File: config.mk
export PLATFORM = sky130hd
export DESIGN_NAME = offset_modcnt
export DESIGN_NICKNAME = d
export VERILOG_FILES = /design/src/rtl/modcnt_pkg.sv /design/src/rtl/modcnt_flags.sv /design/src/rtl/modcnt_ctrl.sv /design/src/rtl/modcnt_next.sv /design/src/rtl/offset_modcnt.sv
export SDC_FILE = /design/constraint.sdc
export NUM_CORES = 1
export LEC_CHECK = 0
export ABC_AREA = 1
export BUFFER_PORTS_ARGS = -buffer_cell sky130_fd_sc_hd__buf_2
export CORE_AREA = 2 2 39 41
export CTS_BUF_LIST = sky130_fd_sc_hd__clkbuf_4 sky130_fd_sc_hd__clkbuf_8
export DETAILED_ROUTE_END_ITERATION = 7
export DIE_AREA = 0 0 41 43
export HOLD_SLACK_MARGIN = 0.03
export PLACE_DENSITY = 0.42
export SETUP_SLACK_MARGIN = 0.3
export SYNTH_ARGS = -nofsm -noshare
export SYNTH_HDL_FRONTEND = slang
export SYNTH_HIERARCHICAL = 1
export SYNTH_SLANG_ARGS = --single-unit
File: constraint.sdc
create_clock -name clk -period 1.4 [get_ports clk]
set_clock_uncertainty 0.15 [all_clocks]
set_input_delay 0.14 -clock clk [delete_from_list [all_inputs] [get_ports clk]]
set_output_delay 0.14 -clock clk [all_outputs]
set_load 0.05 [all_outputs]
File: src/rtl/modcnt_pkg.sv
package modcnt_pkg;

    // Next-state source chosen for the counter register, in priority order
    typedef enum logic [2:0] {
        ACT_RESET = 3'd0,
        ACT_LOAD  = 3'd1,
        ACT_WRAP  = 3'd2,
        ACT_INCR  = 3'd3,
        ACT_HOLD  = 3'd4
    } modcnt_act_e;

endpackage

File: src/rtl/modcnt_flags.sv
module modcnt_flags #(
    parameter int W    = 4,
    parameter int TERM = 14
) (
    input  logic [W-1:0] cur,
    input  logic         cnt_en,
    output logic         at_term,
    output logic         term_hit,
    output logic         carry_out
);
    localparam logic [W-1:0] TERM_V = W'(TERM);
    localparam logic [W-1:0] ONES_V = {W{1'b1}};

    always_comb begin
        at_term   = (cur == TERM_V);
        term_hit  = cnt_en & at_term;
        carry_out = cnt_en & (cur == ONES_V);
    end
endmodule

File: src/rtl/modcnt_ctrl.sv
module modcnt_ctrl
    import modcnt_pkg::*;
(
    input  logic        rst,
    input  logic        ld,
    input  logic        cnt_en,
    input  logic        at_term,
    output modcnt_act_e act
);
    always_comb begin
        if (rst)
            act = ACT_RESET;
        else if (ld)
            act = ACT_LOAD;
        else if (!cnt_en)
            act = ACT_HOLD;
        else if (at_term)
            act = ACT_WRAP;
        else
            act = ACT_INCR;
    end
endmodule

File: src/rtl/modcnt_next.sv
module modcnt_next
    import modcnt_pkg::*;
#(
    parameter int W     = 4,
    parameter int START = 9
) (
    input  modcnt_act_e  act,
    input  logic [W-1:0] cur,
    input  logic [W-1:0] ld_data,
    output logic [W-1:0] nxt
);
    localparam logic [W-1:0] START_V = W'(START);

    // Reset and wrap share the single preset path
    always_comb begin
        case (act)
            ACT_RESET, ACT_WRAP: nxt = START_V;
            ACT_LOAD:            nxt = ld_data;
            ACT_INCR:            nxt = cur + 1'b1;
            default:             nxt = cur;
        endcase
    end
endmodule

File: src/rtl/offset_modcnt.sv
module offset_modcnt
    import modcnt_pkg::*;
#(
    parameter int W     = 4,
    parameter int START = 9,
    parameter int TERM  = 14
) (
    input  logic         clk,
    input  logic         rst,
    input  logic         cnt_en,
    input  logic         ld,
    input  logic [W-1:0] ld_data,
    output logic [W-1:0] count,
    output logic         carry_out,
    output logic         term_hit
);
    localparam int MAXV = (1 << W) - 1;

    generate
        if (START < 0 || START > TERM || TERM > MAXV) begin : g_bad_window
            $error("offset_modcnt: need 0 <= START <= TERM <= 2**W-1");
        end
    endgenerate

    typedef struct packed {
        logic [W-1:0] cnt;
    } cnt_state_t;

    cnt_state_t   st_d, st_q;
    modcnt_act_e  act;
    logic         at_term;
    logic [W-1:0] nxt;

    modcnt_flags #(.W(W), .TERM(TERM)) u_flags (
        .cur       (st_q.cnt),
        .cnt_en    (cnt_en),
        .at_term   (at_term),
        .term_hit  (term_hit),
        .carry_out (carry_out)
    );

    modcnt_ctrl u_ctrl (
        .rst     (rst),
        .ld      (ld),
        .cnt_en  (cnt_en),
        .at_term (at_term),
        .act     (act)
    );

    modcnt_next #(.W(W), .START(START)) u_next (
        .act     (act),
        .cur     (st_q.cnt),
        .ld_data (ld_data),
        .nxt     (nxt)
    );

    always_comb begin
        st_d     = st_q;
        st_d.cnt = nxt;
    end

    always_ff @(posedge clk) begin
        st_q <= st_d;
    end

    assign count = st_q.cnt;
endmodule

; Yosys cells after proc, flatten, opt, wreduce, memory -nomap -nowiden
; Index checks and enable logic that the tools add are counted.
[totals]
inputBits = 8
regBits = 4
word_cells = 17
[classes]
eq_ne = 5
n_addsub = 1
n_bitwise = 2
reduce_logical = 3
n_mux = 5
[ops]
columns = op, count
row1 = $pmux 4 s3, 1
row2 = $mux 3, 3
row3 = $eq 4x4->1 const B, 2
row4 = $eq 3x2->1 const B, 2
row5 = $add 4x1->4 const B, 1
row6 = $eq 3x1->1 const B, 1
row7 = $logic_not 3->1, 1
row8 = $reduce_bool 3->1, 1
row9 = $and 1x1->1, 2
row10 = $reduce_or 2->1, 1
row11 = $mux 1, 1

; Longest topological paths before layout
; Gate-level depths: netlist of the first run.
[logic_depth]
depth_word = 8
mapped_depth = 11
ltp_nobuf = 11

; Cells and area by module
; Netlist of the first run, hierarchy kept.
[modules_own_cells]
columns = module, instances, area_each_um2, seq_area_each_um2, cells_per_inst
row1 = modcnt_next, 1, 147.6, 0.0, 28
row2 = offset_modcnt, 1, 80.1, 80.1, 4
row3 = modcnt_flags, 1, 40.0, 0.0, 8
row4 = modcnt_ctrl, 1, 28.8, 0.0, 7

; Worst setup path before layout of the first run
; OpenSTA, ideal clock, no wires.
[synth_timing]
kind = reg-to-reg
from = register st_q, in the netlist count[0]
to = register st_q, in the netlist count[3]
period_less_slack_ps = 1892
stages_incl_launch_ff = 12
t_arrival_ps = 1626
setup_ps = 115
slack_ps = -492
cell_sequence = dfxtp_1 inv_1 nand2_1 nor2_1 inv_1 nand2_1 a21oi_1 nand2_2 nor2_2 nand2_1 nor2_2 nor2_1
[synth_between]
elab_chain_len = 8
elab_cells_between_ends = 13
[synth_rtl]
columns = element, line
row1 = from (decl), offset_modcnt.sv:29  ; cnt_state_t st_d, st_q;
row2 = from (signal assigned), offset_modcnt.sv:63  ; st_q <= st_d;
row3 = $eq 4x4->1 (*), modcnt_flags.sv:15  ; at_term = (cur == TERM_V);
row4 = named net at_term, offset_modcnt.sv:31  ; logic at_term;
row5 = $mux 1 (*), modcnt_ctrl.sv:17  ; else if (at_term)
row6 = $mux 3 (*), modcnt_ctrl.sv:15  ; else if (!cnt_en)
row7 = $mux 3 (*), modcnt_ctrl.sv:13  ; else if (ld)
row8 = $mux 3 (*), modcnt_ctrl.sv:11  ; if (rst)
row9 = named net act[0], offset_modcnt.sv:30  ; modcnt_act_e act;
row10 = $eq 3x2->1 or $logic_not 3->1 (tied branches), modcnt_next.sv:16  ; case (act)
row11 = $reduce_or 2->1, modcnt_next.sv:16
row12 = $pmux 4 s3 (*), modcnt_next.sv:16
row13 = named net nxt[3], offset_modcnt.sv:32  ; logic [W-1:0] nxt;
; The timed path passes the listed nets; every way through them passes the cells marked *.
; A chain may end at the register's enable or synchronous reset.

; Final worst setup path of the first run
; Same ends and word-level chain as after synthesis.

==> parameters.txt, run 1 <==
Parameter                              Value

Timing
  Measured slew at the worst slew-check pin    0.178 ns
  Count of pins over their slew limit    0
  Setup repair after global routing missed its margin    true
  Final worst path period need    1.40 ns
  Worst relative slew slack    88.1%
  Number of hold-slack violations in the final timing report    0
  Max Fclk    716 MHz
  Portion of the clock cycle consumed by the worst path in the final layout    99.8%
  Hold slack final    0.0356 ns
  Count of final setup violators    0

Clock network
  Clock input transition at the sequential cells of the worst setup and hold paths    0.04 ns
  Source-to-sink clock delay at the later pin of the worst-skew pair    0.23 ns
  CTS Root Cell    clkbuf_4
  Sink count of the clock tree    4
  Largest buffer count on any clock path    2
  TritonCTS clock tree    built
  Num CTS Buffers    3
  H-tree levels    1

Detailed routing
  Routed Antenna Nets    0
  Detailed-route vias per instance    4.39
  Via total after detailed routing    413
  DRC    0
  Initial DRC Count    0
  Detailed Route WL    873 µm
  Number of detailed-routing iterations run before antenna repair    1
  Average wire length per cell after detail routing    9.29 µm

Power and ir drop
  Total power density per cell area    683 nW/µm²
  Peak VDD IR    0.205 mV
  Total leakage power    0.326 nW

Floorplan
  Standard-cell row count    14
  Floorplan die area    1760 µm²
  Number of top-level pins    14
  Floorplan die height    43 µm
  Effective utilization at floorplan    21.4%
  Floorplan die width    41 µm
  Area of the core    1380 µm²

Cells and area
  Most frequent cells in the layout    9 x nand2_1, 7 x buf_2, 7 x buf_4, 6 x buf_6
  Largest register FFs    4
  Commonest non-fill, non-tap cell in the layout    nand2_1
  Layout filler cell count    138
  Number of antenna cells inserted    0
  Layout overhead on the synthesized area    129%
  Multi-input gate area    255 µm²
  Proportion of layout cells with a drive suffix above 1    60.3%
  Post-Layout Inst Area    679 µm²
  Net count, final    89
  Area taken by flip-flops and latches    95.1 µm²

Worst setup path
  Nature of the critical path endpoint    flip-flop
  Highest net fanout along the worst path    2
  Startpoint type of the worst setup path    flip-flop
  Cell breakdown of the critical path    inv_2 -> nand2_4 -> nor2_2 -> inv_1 -> nand2_1 -> a21oi_2 -> buf_4 -> nand3_4 -> o21bai_1 -> nor2_1
  Buffers & Inverters on Critical Path    3
  Max stage delay cell, worst path    dfxtp_4
  Critical path class    reg2reg
  Arrival time at the worst endpoint    1.37 ns
  Cell family with the largest share of critical-path delay    flip-flops
  CP peak stage delay    0.34 ns
  Required arrival time at the worst endpoint    1.37 ns

Placed design
  Number of buffers inserted by port buffering    13
  Placed cell area    499 µm²
  Final HPWL from detailed placement    647 µm
  Final weighted congestion in routability-driven placement    0.747

Synth
  Post-Syn Area    297 µm²
  Number of instances in the synthesized netlist    47
  Part of the Yosys area used for sequential elements    27.0%
  Number of warnings printed during yosys synthesis    6
  Net count after synthesis    56
  Post-synthesis sequential element count    4
  Number of different library cells in the post-synthesis netlist    17
  Post-synthesis average cell area    6.31 µm²

Global routing
  Pin count of the biggest net entering global routing    7
  Number of antenna violations at the first check in global routing    0
  First-pass GRT wire length    1420 µm
  Vias in the first global route    381
  Overall overflow remaining after global route    0
  All-layer global routing usage    12.3%

Min path
  Worst hold path class    in2reg

Run status
  Run status    complete, no violations

Job
  Number of violations of the max-capacitance limit    0
-- through the flow --
step	setup TNS, ns	util [%]	worst slack [ns]	cells	power, mW
2_1_floorplan	-0.209	-	-0.136	47	0.218
3_3_place_gp	-0.00727	36.1	-0.00727	85	0.271
3_5_place_dp	0	36.1	0.0133	85	0.271
4_1_cts	0	45.9	0.0178	93	0.457
5_1_grt	-0.311	49.1	-0.0866	94	0.496
6_report	0	49.1	0.00271	94	0.464
-- cell families after synthesis --
logic type / Yosys count / synth area share (%)
flops: 4 / 27.0
buf+inv: 7 / 8.86
xor+xnor: 1 / 2.95
simple gates: 31 / 51.1
fa+ha+maj: 1 / 4.22
compound gates: 3 / 5.90
-- final timing paths --
path	from	end	slack, ns	depth (start not counted)
worst max-delay path	count[0]	count[3]	0.003	10
worst min-delay path	ld_data[2]	count[2]	0.04	3
worst max register to register	count[0]	count[3]	0.003	10
worst min register to register	count[1]	count[1]	0.47	3
-- worst reg2reg max path: cells and delay by family, from the launching register on --
kind                   cells  cell delay [ns]
and+or+nand+nor            5             0.25
DFF                        1             0.34
AOI/OAI and AO/OA          2             0.32
buffers and inverters      3             0.23
-- where the power goes --
| group | leakage, nW | internal [mW] | switching (mW) |
|---|---|---|---|
| Sequential | 0.0345 | 0.123 | 0.00907 |
| Clock | 0.0138 | 0.0957 | 0.0442 |
| Combinational | 0.278 | 0.0906 | 0.101 |
-- cell usage after synthesis (all sizes together) --
master | instances | area [µm²]
nor2 | 9 | 38.8
o21ai | 1 | 5.00
o21bai | 1 | 7.51
nand2 | 12 | 50.1
dfxtp | 4 | 80.1
ha | 1 | 12.5
nor3 | 3 | 20.0
nand4 | 2 | 12.5
xor2 | 1 | 8.76
a21oi | 1 | 5.00
inv | 7 | 26.3
nand3 | 5 | 30.0
-- what timing repair did --
action                                 in CTS  in global routing
pin swaps                                  10                  6
setup endpoints to repair                  10                 10
hold buffers                                3                  0
endpoints found under the hold margin       3                  0
gates resized for setup                    20                  8
buffers inserted                            2                  1
-- layer usage --
metal  routed length (µm)  part of all wire (%)  global-route usage, %
met1                  353                    40                   12.9
met2                  498                    57                   20.3
met3                   21                   2.4                   1.57
met4                    0                     0                   10.0
met5                    0                     0                      0
-- layout make-up --
class / count / share of cell area, %
timing repair buffer: 28 / 38.3
sequential: 4 / 14.0
clock buffer: 3 / 3.31
multi-input combinational: 36 / 37.6
inverter: 7 / 3.87
tap: 16 / 2.95
Power figures use the tool's default switching activity.
==> run 2: changes to the inputs <==
--- a/config.mk
+++ b/config.mk
@@ -5,14 +5,13 @@
 export SDC_FILE = /design/constraint.sdc
 export NUM_CORES = 1
 export LEC_CHECK = 0
-export ABC_AREA = 1
 export BUFFER_PORTS_ARGS = -buffer_cell sky130_fd_sc_hd__buf_2
 export CORE_AREA = 2 2 39 41
 export CTS_BUF_LIST = sky130_fd_sc_hd__clkbuf_4 sky130_fd_sc_hd__clkbuf_8
 export DETAILED_ROUTE_END_ITERATION = 7
 export DIE_AREA = 0 0 41 43
 export HOLD_SLACK_MARGIN = 0.03
-export PLACE_DENSITY = 0.42
+export PLACE_DENSITY = 0.44
 export SETUP_SLACK_MARGIN = 0.3
 export SYNTH_ARGS = -nofsm -noshare
 export SYNTH_HDL_FRONTEND = slang
==> parameters.txt, run 2 <==
Parameter                              Value

Floorplan
  Effective utilization at floorplan    23.0% (+1.5 points)
  Number of top-level pins    14 (unchanged)
  Standard-cell row count    14 (unchanged)
  Area of the core    1380 µm² (unchanged)
  Floorplan die height    43 µm (unchanged)
  Floorplan die area    1760 µm² (unchanged)
  Floorplan die width    41 µm (unchanged)

Clock network
  CTS Root Cell    clkbuf_4
  TritonCTS clock tree    built
  Source-to-sink clock delay at the later pin of the worst-skew pair    0.23 ns (about the same)
  Clock input transition at the sequential cells of the worst setup and hold paths    0.04 ns (about the same)
  Largest buffer count on any clock path    2 (unchanged)
  H-tree levels    1 (unchanged)
  Hold-fix buffer count after cts    0 (-3)
  Sink count of the clock tree    4 (unchanged)
  Num CTS Buffers    3 (unchanged)

Synth
  Post-synthesis share of cell area spent on full adders, half adders and majority gates    3.94% (-0.28 points)
  Cells taking the most area after synthesis    dfxtp_1 25%, and4b_1 9.4%, mux2i_1 6.3%, o32ai_2 5.1%, nand2b_4 4.3%
  Number of different library cells in the post-synthesis netlist    22 (+5)
  Post-synthesis sequential element count    4 (unchanged)
  Net count after synthesis    44 (-21%)
  Post-synthesis average cell area    9.08 µm² (+44%)
  Async set or reset register ratio after synthesis    0% (unchanged)
  Largest family of logic cells by synthesized area    simple AND/OR/NAND/NOR gates
  Post-synth top area share    25.2% (-1.8 points)
  Cell type with the highest aggregate area in the netlist    dfxtp_1
  Basic-gate share of the synthesized area counting and, or, nand and nor cells    41.7% (-9.3 points)
  Post-Syn Area    318 µm² (+7.2%)
  Synth Area in Compound Gates    16.9% (+11 points)
  Number of warnings printed during yosys synthesis    6 (unchanged)
  Commonest register cell after synthesis    dfxtp_1
  Post-synthesis xor/xnor area fraction    0% (-3.0 points)
  Part of the Yosys area used for sequential elements    25.2% (-1.8 points)
  Post-synth EDFFs    0 (unchanged)
  Commonest cells post-synth    4 x dfxtp_1, 3 x and4b_1, 3 x nand2_1
  Top-count cell post-synth    dfxtp_1
  Portion of netlist area occupied by mux cells    6.30% (+6.3 points)
  Number of instances in the synthesized netlist    35 (-26%)

Timing
  Min setup slack post-route    -0.0716 ns (-0.0743 ns)
  Portion of the clock cycle consumed by the worst path in the final layout    105% (+5.3 points)
  Number of hold-slack violations in the final timing report    0 (unchanged)
  Measured slew at the worst slew-check pin    0.339 ns (+0.161 ns)
  Final worst path period need    1.47 ns (+0.0743 ns)
  Count of pins over their slew limit    0 (unchanged)
  Count of final setup violators    5 (+5)
  Worst relative slew slack    77.2% (-11 points)
  Setup repair after global routing missed its margin    true
  Setup TNS    -0.181 ns (-0.181 ns)
  Max Fclk    680 MHz (-5.0%)

Cells and area
  Multi-input gate area    275 µm² (+7.8%)
  Net count, final    71 (-20%)
  Number of antenna cells inserted    0 (unchanged)
  Most frequent cells in the layout    9 x buf_6, 7 x buf_2, 4 x dfxtp_4, 4 x buf_8
  Commonest non-fill, non-tap cell in the layout    buf_6
  Area taken by flip-flops and latches    95.1 µm² (unchanged)
  Layout overhead on the synthesized area    101%
  Layout filler cell count    144 (+4.3%)
  Largest register FFs    4 (unchanged)
  Proportion of layout cells with a drive suffix above 1    68.3% (+8.1 points)

Global routing
  All-layer global routing usage    12.2% (-0.18 points)
  Number of antenna violations at the first check in global routing    0 (unchanged)
  Pin count of the biggest net entering global routing    9 (+2)
  Vias in the first global route    371 (-2.6%)
  Overall overflow remaining after global route    0 (unchanged)
  First-pass GRT wire length    1480 µm (+4.4%)

Worst setup path
  Nature of the critical path endpoint    flip-flop
  Required arrival time at the worst endpoint    1.37 ns (about the same)
  Critical path class    reg2reg
  Highest net fanout along the worst path    3 (+1)
  Arrival time at the worst endpoint    1.44 ns (+0.07 ns)
  Startpoint type of the worst setup path    flip-flop

Detailed routing
  Via total after detailed routing    348 (-16%)
  Detailed-route vias per instance    4.58 (+4.2%)
  Detailed Route WL    897 µm (+2.7%)
  Average wire length per cell after detail routing    11.8 µm (+27%)
  DRC    0 (unchanged)
  Initial DRC Count    0 (unchanged)
  Routed Antenna Nets    0 (unchanged)
  Number of detailed-routing iterations run before antenna repair    1 (unchanged)

Power and ir drop
  Total leakage power    0.270 nW (-17%)
  Peak VDD IR    0.523 mV (+160%)
  Total power density per cell area    716 nW/µm² (+4.9%)
  Overall power of the completed layout    458 µW (-1.3%)

Run status
  Run status    finished with violations
  Violations in the final reports    negative setup slack

Job
  Number of violations of the max-capacitance limit    0 (unchanged)

Placed design
  Number of buffers inserted by port buffering    13 (unchanged)
  Final HPWL from detailed placement    707 µm (+9.2%)
  Final weighted congestion in routability-driven placement    0.725 (-3.0%)
  Minimum setup slack after placement    -0.112 ns (-0.125 ns)

Min path
  Worst hold path class    in2reg
[run 2: cell types whose count changed in the layout (fill, tap and decap cells not counted), moves of 3 or more]
| cell | before | now |
|---|---|---|
| nand2_1 | 9 | 3 |
| buf_4 | 7 | 3 |
| nor2_1 | 5 | 1 |
| and4b_1 | 0 | 3 |
| buf_6 | 6 | 9 |
| dlygate4sd3_1 | 3 | 0 |
| inv_1 | 5 | 2 |
[run 2: report_power, final]
group	switching [mW]	internal (mW)	total (mW)	leakage, nW
Sequential	0.00549	0.122	0.128	0.0345
Combinational	0.0979	0.0927	0.191	0.222
Clock	0.0437	0.0956	0.139	0.0138
[run 2: through the flow]
stage	hold slack (ns)	util [%]	instances	cell area, µm²
detailed placement	0.267	36.2	70	500
global placement	0.268	36.2	70	500
CTS	0.0303	42.4	73	587
finish	0.0298	46.2	76	639
global route	0.0666	46.2	76	639
floorplan	0.162	-	35	374
[run 2: repair_timing]
item,in CTS,in global routing
gates resized for setup,19,6
pin swaps,3,3
endpoints found under the setup margin,10,10
buffers inserted,0,3
[run 2: cell families (layout without fill, tap and decap cells)]
logic type	Yosys count	after routing
AND/OR/NAND/NOR	18	18
AO/OA/AOI/OAI	7	7
flip-flops	4	4
buffers and inverters	3	28
multiplexers	2	2
adder cells (fa/ha/maj)	1	1
[run 2: cell type report]
type,instances,share of cell area [%]
well taps,16,3.13
multi-input cells,28,43.1
clock buffers,3,3.52
inverters,2,1.17
repair buffers,23,34.2
flip-flops and latches,4,14.9
[run 2: metal layers]
layer / wire (µm) / global-route usage, % / part of all wire, % / vias up
met5: 0 / 0 / 0 / -
met4: 0 / 2.00 / 0 / 0
met3: 32 / 4.71 / 3.6 / 0
met2: 484 / 20.9 / 54 / 7
met1: 380 / 13.6 / 42 / 160
li1: - / - / - / 181
[run 2: final timing paths]
| kind | slack, ns | cells after the start | from | to |
|---|---|---|---|---|
| worst max-delay path | -0.07 | 6 | count[0] | count[3] |
| worst min-delay path | 0.03 | 3 | ld_data[1] | count[1] |
| worst max register to register | -0.07 | 6 | count[0] | count[3] |
| worst min register to register | 0.44 | 3 | count[1] | count[1] |
[run 2: worst max-delay path, stage by stage, from the launching register on]
cell and delay (ns):
dfxtp_4 0.34, and4b_1 0.19, nand2b_4 0.15, a21oi_4 0.17, nand2b_4 0.09, o32ai_4 0.21
nor3_2 0.06
